### src/rtl/rtc_pkg.sv
package rtc_pkg;

    localparam int HALF_W  = 16;
    localparam int COUNT_W = 2 * HALF_W;
    localparam int BUS_W   = 32;

    // Byte offsets of the two halves; software decodes these positions.
    localparam int OFFS_UPPER = 0;
    localparam int OFFS_LOWER = 4;

    typedef struct packed {
        logic [HALF_W-1:0] hi;
        logic [HALF_W-1:0] lo;
    } sec_count_t;

    typedef enum logic [1:0] {
        SEL_NONE  = 2'd0,
        SEL_UPPER = 2'd1,
        SEL_LOWER = 2'd2
    } half_sel_e;

    typedef struct packed {
        half_sel_e         sel;
        logic [HALF_W-1:0] data;
    } half_wr_t;

    // Next count from current count, tick and a half write.
    // A lower-half write wins over the tick entirely; an upper-half write
    // keeps the incremented lower half but discards its carry.
    function automatic sec_count_t advance(input sec_count_t cur,
                                           input logic       tick,
                                           input half_wr_t   wr);
        sec_count_t bumped;
        sec_count_t nxt;
        bumped = tick ? sec_count_t'(cur + COUNT_W'(1)) : cur;
        unique case (wr.sel)
            SEL_UPPER: nxt = '{hi: wr.data, lo: bumped.lo};
            SEL_LOWER: nxt = '{hi: cur.hi,  lo: wr.data};
            default:   nxt = bumped;
        endcase
        return nxt;
    endfunction

endpackage

### src/rtl/rtc_tick_src.sv
module rtc_tick_src #(
    parameter bit USE_PPS      = 1'b0,
    parameter int CLKS_PER_SEC = 50_000_000
) (
    input  logic clk,
    input  logic rst,
    input  logic pps_in,
    input  logic restart,
    output logic tick_o
);

    generate
        if (USE_PPS) begin : g_pulse
            logic pps_q;
            logic unused_restart;
            assign unused_restart = restart;

            always_ff @(posedge clk) begin
                if (rst) pps_q <= 1'b0;
                else     pps_q <= pps_in;
            end

            assign tick_o = pps_in & ~pps_q;

            // a held pulse produces a single tick
            a_r4_single_edge: assert property (@(posedge clk) disable iff (rst)
                tick_o |=> !tick_o);
        end else begin : g_prescale
            localparam int PH_W = (CLKS_PER_SEC > 1) ? $clog2(CLKS_PER_SEC) : 1;
            localparam logic [PH_W-1:0] LAST_PH = PH_W'(CLKS_PER_SEC - 1);

            logic [PH_W-1:0] phase;
            logic            unused_pps;
            assign unused_pps = pps_in;

            assign tick_o = (phase == LAST_PH);

            always_ff @(posedge clk) begin
                if (rst || restart || tick_o) phase <= '0;
                else                          phase <= phase + PH_W'(1);
            end

            // a register write restarts the second from phase zero
            a_r8_phase_restart: assert property (@(posedge clk) disable iff (rst)
                restart |=> (phase == '0));

            if (CLKS_PER_SEC > 1) begin : g_gap
                // ticks never come back to back when a second spans cycles
                a_r3_tick_gap: assert property (@(posedge clk) disable iff (rst)
                    tick_o |=> !tick_o);
            end
        end
    endgenerate

endmodule

### src/rtl/rtc_sec_counter.sv
module rtc_sec_counter
    import rtc_pkg::*;
(
    input  logic       clk,
    input  logic       rst,
    input  logic       tick,
    input  half_wr_t   wr,
    output sec_count_t count_o
);

    sec_count_t count_q;

    always_ff @(posedge clk) begin
        if (rst) count_q <= '0;
        else     count_q <= advance(count_q, tick, wr);
    end

    assign count_o = count_q;

    // no tick and no write leaves the count alone
    a_r3_idle_hold: assert property (@(posedge clk) disable iff (rst)
        (!tick && wr.sel == SEL_NONE) |=> $stable(count_q));

    // full wrap to zero on a tick from all ones
    a_r5_wrap: assert property (@(posedge clk) disable iff (rst)
        (tick && wr.sel == SEL_NONE && count_q == '1) |=> (count_q == '0));

    // upper write lands in the upper half
    a_r6_upper_write: assert property (@(posedge clk) disable iff (rst)
        (wr.sel == SEL_UPPER) |=> (count_q.hi == $past(wr.data)));

    // lower write lands and upper half is untouched, tick or not
    a_r9_lower_wins: assert property (@(posedge clk) disable iff (rst)
        (wr.sel == SEL_LOWER) |=> (count_q.lo == $past(wr.data)
                                   && count_q.hi == $past(count_q.hi)));

endmodule

### src/rtl/rtc_reg_port.sv
module rtc_reg_port
    import rtc_pkg::*;
#(
    parameter int ADDR_W = 4
) (
    input  logic [ADDR_W-1:0] bus_addr,
    input  logic              bus_wr_en,
    input  logic [BUS_W-1:0]  bus_wdata,
    input  sec_count_t        count,
    output logic [BUS_W-1:0]  bus_rdata,
    output half_wr_t          wr
);

    localparam logic [ADDR_W-1:0] A_UPPER = ADDR_W'(OFFS_UPPER);
    localparam logic [ADDR_W-1:0] A_LOWER = ADDR_W'(OFFS_LOWER);

    logic hit_upper;
    logic hit_lower;
    logic [BUS_W-HALF_W-1:0] unused_wdata_top;

    assign hit_upper        = (bus_addr == A_UPPER);
    assign hit_lower        = (bus_addr == A_LOWER);
    assign unused_wdata_top = bus_wdata[BUS_W-1:HALF_W];

    always_comb begin
        bus_rdata = '0;
        if (hit_upper)      bus_rdata[HALF_W-1:0] = count.hi;
        else if (hit_lower) bus_rdata[HALF_W-1:0] = count.lo;
    end

    always_comb begin
        wr.data = bus_wdata[HALF_W-1:0];
        if (bus_wr_en && hit_upper)      wr.sel = SEL_UPPER;
        else if (bus_wr_en && hit_lower) wr.sel = SEL_LOWER;
        else                             wr.sel = SEL_NONE;
    end

endmodule

### src/rtl/split_seconds_rtc.sv
module split_seconds_rtc
    import rtc_pkg::*;
#(
    parameter bit USE_PPS      = 1'b0,
    parameter int CLKS_PER_SEC = 50_000_000,
    parameter int ADDR_W       = 4
) (
    input  logic              clk,
    input  logic              rst,
    input  logic              pps_in,
    input  logic [ADDR_W-1:0] bus_addr,
    input  logic              bus_wr_en,
    input  logic [31:0]       bus_wdata,
    output logic [31:0]       bus_rdata
);

    sec_count_t count;
    half_wr_t   wr;
    logic       tick;
    logic       restart;

    assign restart = (wr.sel != SEL_NONE);

    rtc_reg_port #(.ADDR_W(ADDR_W)) u_port (
        .bus_addr  (bus_addr),
        .bus_wr_en (bus_wr_en),
        .bus_wdata (bus_wdata),
        .count     (count),
        .bus_rdata (bus_rdata),
        .wr        (wr)
    );

    rtc_tick_src #(.USE_PPS(USE_PPS), .CLKS_PER_SEC(CLKS_PER_SEC)) u_tick (
        .clk     (clk),
        .rst     (rst),
        .pps_in  (pps_in),
        .restart (restart),
        .tick_o  (tick)
    );

    rtc_sec_counter u_count (
        .clk     (clk),
        .rst     (rst),
        .tick    (tick),
        .wr      (wr),
        .count_o (count)
    );

endmodule

### config.mk
export PLATFORM = sky130hd
export DESIGN_NAME = split_seconds_rtc
export DESIGN_NICKNAME = d
export VERILOG_FILES = /design/src/rtl/rtc_pkg.sv /design/src/rtl/rtc_tick_src.sv /design/src/rtl/rtc_sec_counter.sv /design/src/rtl/rtc_reg_port.sv /design/src/rtl/split_seconds_rtc.sv
export SDC_FILE = /design/constraint.sdc
export NUM_CORES = 1
export LEC_CHECK = 0
export BUFFER_PORTS_ARGS = -buffer_cell sky130_fd_sc_hd__buf_4
export CORE_MARGIN = 8
export CORE_UTILIZATION = 40
export CTS_BUF_LIST = sky130_fd_sc_hd__clkbuf_4
export DETAILED_ROUTE_END_ITERATION = 16
export PLACE_DENSITY_LB_ADDON = 0.12
export SETUP_SLACK_MARGIN = 0.2
export SLEW_MARGIN = 20
export SYNTH_ARGS = -nofsm -noshare
export SYNTH_HDL_FRONTEND = slang
export SYNTH_HIERARCHICAL = 1
export SYNTH_SLANG_ARGS = --single-unit
export TNS_END_PERCENT = 10
### constraint.sdc
create_clock -name clk -period 4 [get_ports clk]
set_input_delay 0.4 -clock clk [delete_from_list [all_inputs] [get_ports clk]]
set_output_delay 0.4 -clock clk [all_outputs]
set_load 0.03 [all_outputs]
==> results of run 1 <==
-- worst register-to-register path, cell delays in order (launching register included) --
cell and delay (ns):
dfxtp_1 0.40, ha_1 0.22, nand3_1 0.12, or4_4 0.55
nor3_1 0.16, buf_4 0.22, o21ba_2 0.43, and2_0 0.53
a22o_1 0.23, a21oi_1 0.04, a311oi_1 0.25
-- cells in the mapped netlist (all sizes together) (3+ instances only) --
cell type	number
dfxtp	58
nor2	56
buf	43
nand2	38
a21oi	25
o21ai	25
mux2i	24
nand3	24
nand4	18
nor3	16
xnor2	16
clkbuf	15
and3	13
xor2	12
nor4	11
or3	11
inv	8
o22ai	8
or4	8
a22oi	7
ha	4
o31ai	4
a31oi	3
and2	3
and4	3
nor2b	3
or2	3
-- kinds of logic after synthesis --
kind of cell	after synthesis
mux	25
fa+ha+maj	4
simple gates	213
other cells	1
buf+inv	66
compound gates	90
flops	58
xor+xnor	28
-- state kept, by name (all words and copies together), names as in the netlist --
signal	cells
u_count/count_o	32
u_tick/g_prescale.phase	26
-- metrics by stage --
step | total power [mW] | instances | area [sq um] | utilization, % | hold slack (ns)
finish | 1.15 | 635 | 4170 | 43.6 | 0.201
global placement | 0.675 | 618 | 4010 | 42.0 | 0.453
global route | 1.20 | 635 | 4170 | 43.6 | 0.182
floorplan | 0.674 | 500 | 3910 | - | 0.440
CTS | 1.17 | 634 | 4160 | 43.6 | 0.173
detailed placement | 0.677 | 618 | 4010 | 42.0 | 0.466
-- final cells by class --
class                           count  area share [%]
Clock inverter                      6            1.95
Antenna cell                        1          0.0601
Inverter                            8           0.721
Multi-Input combinational cell    376            55.8
Clock buffer                       10            1.80
Tap cell                          133            4.00
Timing Repair Buffer               43            7.75
Sequential cell                    58            27.9
-- worst min path at each step --
stage | startpoint | to
floorplan | u_tick/g_prescale.phase[0]$_SDFF_PP0_ | u_tick/g_prescale.phase[0]$_SDFF_PP0_
global placement | u_tick/g_prescale.phase[0]$_SDFF_PP0_ | u_tick/g_prescale.phase[0]$_SDFF_PP0_
detailed placement | u_tick/g_prescale.phase[0]$_SDFF_PP0_ | u_tick/g_prescale.phase[0]$_SDFF_PP0_
CTS | bus_wdata[7] | u_count/count_o[7]$_SDFF_PP0_
global route | bus_wdata[10] | u_count/count_o[10]$_SDFF_PP0_
finish | bus_wdata[5] | u_count/count_o[5]$_SDFF_PP0_
-- power by group --
part	internal, mW	switching, mW	leakage, nW
Sequential	0.580	0.00332	0.468
Clock	0.256	0.234	0.0838
Combinational	0.0248	0.0547	0.871
-- layer usage --
layer | up-vias | track usage (%) | wire [um]
li1 | 1721 | - | -
met1 | 1641 | 21.5 | 5030
met2 | 70 | 25.6 | 4820
met3 | 13 | 3.85 | 510
met4 | 0 | 6.03 | 159
met5 | - | 0 | 0
-- layout by cell type (no fill, tap or decap), types with 3 or more instances in the layout --
master	n
nor3_1	15
xnor2_1	16
and3_1	12
nand3_2	3
nand3_1	21
o22ai_1	8
buf_4	43
nor4_1	10
o31ai_1	3
or4_1	4
a31oi_1	3
a22oi_1	7
o21ai_0	25
or3_1	10
or4_4	3
xor2_1	12
nor2b_1	3
dfxtp_1	58
nand2_1	37
nand4_1	16
clkbuf_4	10
mux2i_1	24
ha_1	4
inv_1	8
nor2_1	56
a21oi_1	24
conb_1	16
==> flow_summary.ini, run 1 <==
[outcome]
status = completed

[sta]
post-route-period-util_pct = 80.9
rsz0062_at_grt = no
finalWorstSetupSlack_ns = 0.765
finClkSkew_ns = 0.0104
slew_headroom_pct = 31.9
setup_viol = 0
min_period_ns = 3.24
tightestPinTransition_ns = 1.02
timing.final.hold_violations = 0
slew_viol_final = 0
max_freq_mhz = 309
tns_ns = 0

[clock_tree]
cts_buffer_depth = 2
clk_pin_slew_ns = 0.11
cts_resized = 0
cts_root_buf = clkbuf_4
cts_tree = built
cts_made_buffers = 9
cts_hold_buffers = 0
cts_setup_buffers = 0
clkSinkCount = 58
cts_htree_levels = 3
clk_latency_ns = 0.41

[logic_synthesis]
synthesis.yosys.warnings = 6
synth_edf_count = 0
synth_cell_types = 65
synthAdderAreaFrac_pct = 1.30
synth_cells = 485
syn_area_per_cell_sq_um = 7.95
synth_compound_area_share_pct = 15.2
synth_top_family_by_area = simple AND/OR/NAND/NOR gates
seq_area_frac_synth_pct = 30.1
synthSimpleGateAreaFrac_pct = 29.4
yosys-top-cells-area = dfxtp_1 30%, buf_4 6.4%, mux2i_1 6.2%
async_flop_share_pct = 0
synth_top_area_share_pct = 30.1
synth_top_flop_cell = dfxtp_1
yosys.area_share.xor_xnor_pct = 6.36
synth_mux_area_share_pct = 6.52
netlist_area_sq_um = 3850
ys_seq_elements = 58
synth_top_area_cell = dfxtp_1

[hold_path]
whs_path_depth = 3
hp-class = in -> reg

[layout]
fin_nets = 540
layout-drive-gt1-share_pct = 16.6
area_growth_pct = 8.05
fillers = 1040
regArea_sq_um = 1160
multi_input_area_sq_um = 2330

[setup_path]
worstPathMaxFanout = 18
timing.rr.end = u_count/count_o[24]$_SDFFE_PP0P_
path_buf_inv = 1
crit_required_ns = 4.31
crit_slowest_cell = or4_4
cpPeakStageDelay_ns = 0.55
end_kind = register
arrival_ns = 3.55
startpoint = u_tick/g_prescale.phase[0]$_SDFF_PP0_
reg2reg_depth = 10
r2r_slack_ns = 0.76
regToRegStartpoint = u_tick/g_prescale.phase[0]$_SDFF_PP0_
path_cells = ha_1 -> nand3_1 -> or4_4 -> nor3_1 -> buf_4 -> o21ba_2 -> and2_0 -> a22o_1 -> a21oi_1 -> a311oi_1
crit_family = simple AND/OR/NAND/NOR gates
crit_path_end = u_count/count_o[24]$_SDFFE_PP0P_
crit_path_start_kind = register
cp.depth = 10
critical_path_class = reg -> reg

[placed_design]
dp_hpwl_um = 7530
place_congestion = 0.834
port_buffers = 38
dpl_worst_slack_ns = 0.679

[global_routing]
grt_pass1_vias = 3345
grt_pass1_wl_um = 17100
grt_usage_pct = 16.4
grt_overflow = 0
grt_max_degree = 29
antenna_found_initial = 1

[floorplan]
dieArea_sq_um = 13000
rows = 36
die_h_um = 114
core_area_sq_um = 9550
start_util_pct = 40.4
die_x_um = 114
ioPinCount = 72

[route]
first_pass_iters = 4
wl_per_cell_um = 16.6
via_per_inst = 5.43
postRouteAntennaNets = 0
num_vias = 3445
wirelength_um = 10500
drt_drc_violations_left = 0
drt_iter0_drc = 213

[pwr]
ir_drop_uv = 202
leakage_nw = 1.42
pwr_density_cell_nw_per_um2 = 277

[job]
cap_viol_max_count = 0
Power figures use the tool's default switching activity.
==> run 2, diff against run 1 <==
--- a/config.mk
+++ b/config.mk
@@ -5,6 +5,7 @@
 export SDC_FILE = /design/constraint.sdc
 export NUM_CORES = 1
 export LEC_CHECK = 0
+export ABC_AREA = 1
 export BUFFER_PORTS_ARGS = -buffer_cell sky130_fd_sc_hd__buf_4
 export CORE_MARGIN = 8
 export CORE_UTILIZATION = 40
==> constraint.sdc (replaced) <==
create_clock -name clk -period 3.15 [get_ports clk]
set_input_delay 0.315 -clock clk [delete_from_list [all_inputs] [get_ports clk]]
set_output_delay 0.315 -clock clk [all_outputs]
set_load 0.03 [all_outputs]
==> run 2 against run 1 <==
Effect of this change:
- clock power up 60%
- count of clock-buffer cells in the layout did not move
- clock skew increased by 0.0018 ns
- non-clock buffer count rose by 1
- area after synthesis is 12% higher
- critical endpoint unchanged
- largest power group is now the clock network
==> flow_summary.ini, run 2 <==
[logic_synthesis]
ys_seq_elements = 58
syn_area_per_cell_sq_um = 6.16
netlist_area_sq_um = 4320
yosysMostFrequentCell = nand2_1
seq_area_frac_synth_pct = 26.9
synthTopCellsByCount = 197 x nand2_1, 94 x nand3_1, 85 x nor2_1
yosys-top-cells-area = dfxtp_1 27%, nand2_1 17%, nand3_1 11%
synth_cell_types = 32
synth_edf_count = 0
synthesis.yosys.warnings = 6
synth_top_area_share_pct = 26.9
async_flop_share_pct = 0
synth_cells = 701
synth_top_area_cell = dfxtp_1
synth_top_flop_cell = dfxtp_1

[clock_tree]
cts_buffer_depth = 2
cts_made_buffers = 9
cts_setup_buffers = 0
cts_hold_buffers = 0
cts_resized = 0
cts_tree = built
cts_root_buf = clkbuf_4
clk_pin_slew_ns = 0.10
clk_latency_ns = 0.45
cts_htree_levels = 3
clkSinkCount = 58

[sta]
slew_viol_final = 0
max_freq_mhz = 402
slew_headroom_pct = 57.0
post-route-period-util_pct = 79.1
setup_viol = 0
finalWorstSetupSlack_ns = 0.660
min_period_ns = 2.49
tns_ns = 0
timing.final.hold_violations = 0
finClkSkew_ns = 0.0122
rsz0062_at_grt = no
hold_slack_ns = 0.142
tightestPinTransition_ns = 0.644

[pwr]
ir_drop_uv = 344
leakage_nw = 1.82
p_comb_share_pct = 7.2
seqPwrFrac_pct = 45.4
p_total_mw = 1.66
pwr_density_cell_nw_per_um2 = 350
pwr-share-clk_pct = 47.4
p_int_mw = 1.26
swShare_pct = 23.7
p_sw_uw = 393

[hold_path]
min_from = bus_wdata[15]
hp-class = in -> reg

[layout]
final_common_cell = nand2_1
fillers = 1171
area_growth_pct = 9.45
fin_nets = 765
regArea_sq_um = 1160
layout-drive-gt1-share_pct = 14.6
diodes = 0
largest_reg_flops = 32
multi_input_area_sq_um = 2600
final_cell_mix = 197 x nand2_1, 94 x nand3_1, 85 x nor2_1
fin_area_sq_um = 4730

[floorplan]
rows = 38
core_area_sq_um = 10700
start_util_pct = 40.4
die_h_um = 120
ioPinCount = 72
die_x_um = 120
dieArea_sq_um = 14400

[route]
wl_per_cell_um = 14.4
drt_iter0_drc = 258
first_pass_iters = 6
postRouteAntennaNets = 0
drt_drc_violations_left = 0
via_per_inst = 5.02
wirelength_um = 12400
num_vias = 4349

[global_routing]
grt_overflow = 0
grt_pass1_wl_um = 20200
grt_max_degree = 34
grt_pass1_vias = 4182
grt_usage_pct = 17.6
antenna_found_initial = 0

[job]
cap_viol_max_count = 0

[setup_path]
worstPathMaxFanout = 17
arrival_ns = 2.82
crit_path_start_kind = register
regToRegStartpoint = u_tick/g_prescale.phase[0]$_SDFF_PP0_
crit_required_ns = 3.48
end_kind = register
critical_path_class = reg -> reg
startpoint = u_tick/g_prescale.phase[0]$_SDFF_PP0_

[placed_design]
place_congestion = 0.869
port_buffers = 38
dpl_worst_slack_ns = 0.652
dp_hpwl_um = 9450
dpl_cell_area_sq_um = 4520

[outcome]
status = completed
==> run 2: cell count changes after synthesis, moves of 11 or more <==
cell     change
a21oi_1     +29
and3_1      -12
inv_1       +58
mux2i_1     -24
nand2_1    +160
nand3_1     +73
nand4_1     -14
nor2_1      +29
nor2_2      +11
nor2_4      +14
nor3_1      -15
==> run 2: metrics by stage <==
stage | cells | utilization (%)
2_1_floorplan | 716 | -
3_3_place_gp | 850 | 42.3
3_5_place_dp | 850 | 42.3
4_1_cts | 866 | 44.2
5_1_grt | 866 | 44.2
6_report | 866 | 44.2
==> run 2: cell type report <==
class / count / area share [%]
multi-input combinational: 539 / 54.9
inverter: 69 / 5.48
timing repair buffer: 44 / 6.99
clock buffer: 10 / 1.59
clock inverter: 6 / 2.73
tap: 140 / 3.71
sequential: 58 / 24.6
==> run 2: cell families after synthesis <==
kind of cell             Yosys count  share of synthesized area, %
other                              1                        0.0868
buffers and inverters            119                          14.3
adder cells (fa/ha/maj)            4                          1.16
flip-flops                        58                          26.9
XOR/XNOR                          11                          2.23
AO/OA/AOI/OAI                     83                          10.8
AND/OR/NAND/NOR                  425                          44.5
==> run 2: power groups by stage <==
stage / sequential [mW] / combinational (mW) / clock (mW)
after floorplan: 0.765 / 0.112 / 0
after global placement: 0.768 / 0.117 / 0
after CTS: 0.752 / 0.118 / 0.801
after global routing: 0.754 / 0.129 / 0.835
final: 0.752 / 0.119 / 0.785
after detailed placement: 0.769 / 0.118 / 0
==> run 2: path summary, 6_finish.rpt <==
kind	to	slack [ns]	depth (start not counted)
hold reg to reg	u_tick/g_prescale.phase[0]$_SDFF_PP0_	0.47	1
setup / recovery	u_count/count_o[24]$_SDFFE_PP0P_	0.66	11
setup reg to reg	u_count/count_o[24]$_SDFFE_PP0P_	0.66	11
hold / removal	u_count/count_o[15]$_SDFF_PP0_	0.14	3
==> run 2: worst max-delay path, stage by stage, from the launching register on <==
cell,delay [ns]
dfxtp_1,0.38
ha_1,0.24
nand3_2,0.11
nor2_2,0.16
nand2_2,0.10
nor2_1,0.14
buf_4,0.17
inv_2,0.09
a21oi_4,0.43
inv_2,0.27
a21oi_1,0.20
a21oi_1,0.09
==> run 2: per-layer routing <==
metal	part of all wire, %	wire, um	up-vias	global-route usage, %
met5	0	0	-	0
met4	2.4	294	0	6.64
met3	5.4	672	21	4.84
met2	51	6310	119	31.6
met1	42	5170	1993	19.4
li1	-	-	2216	-
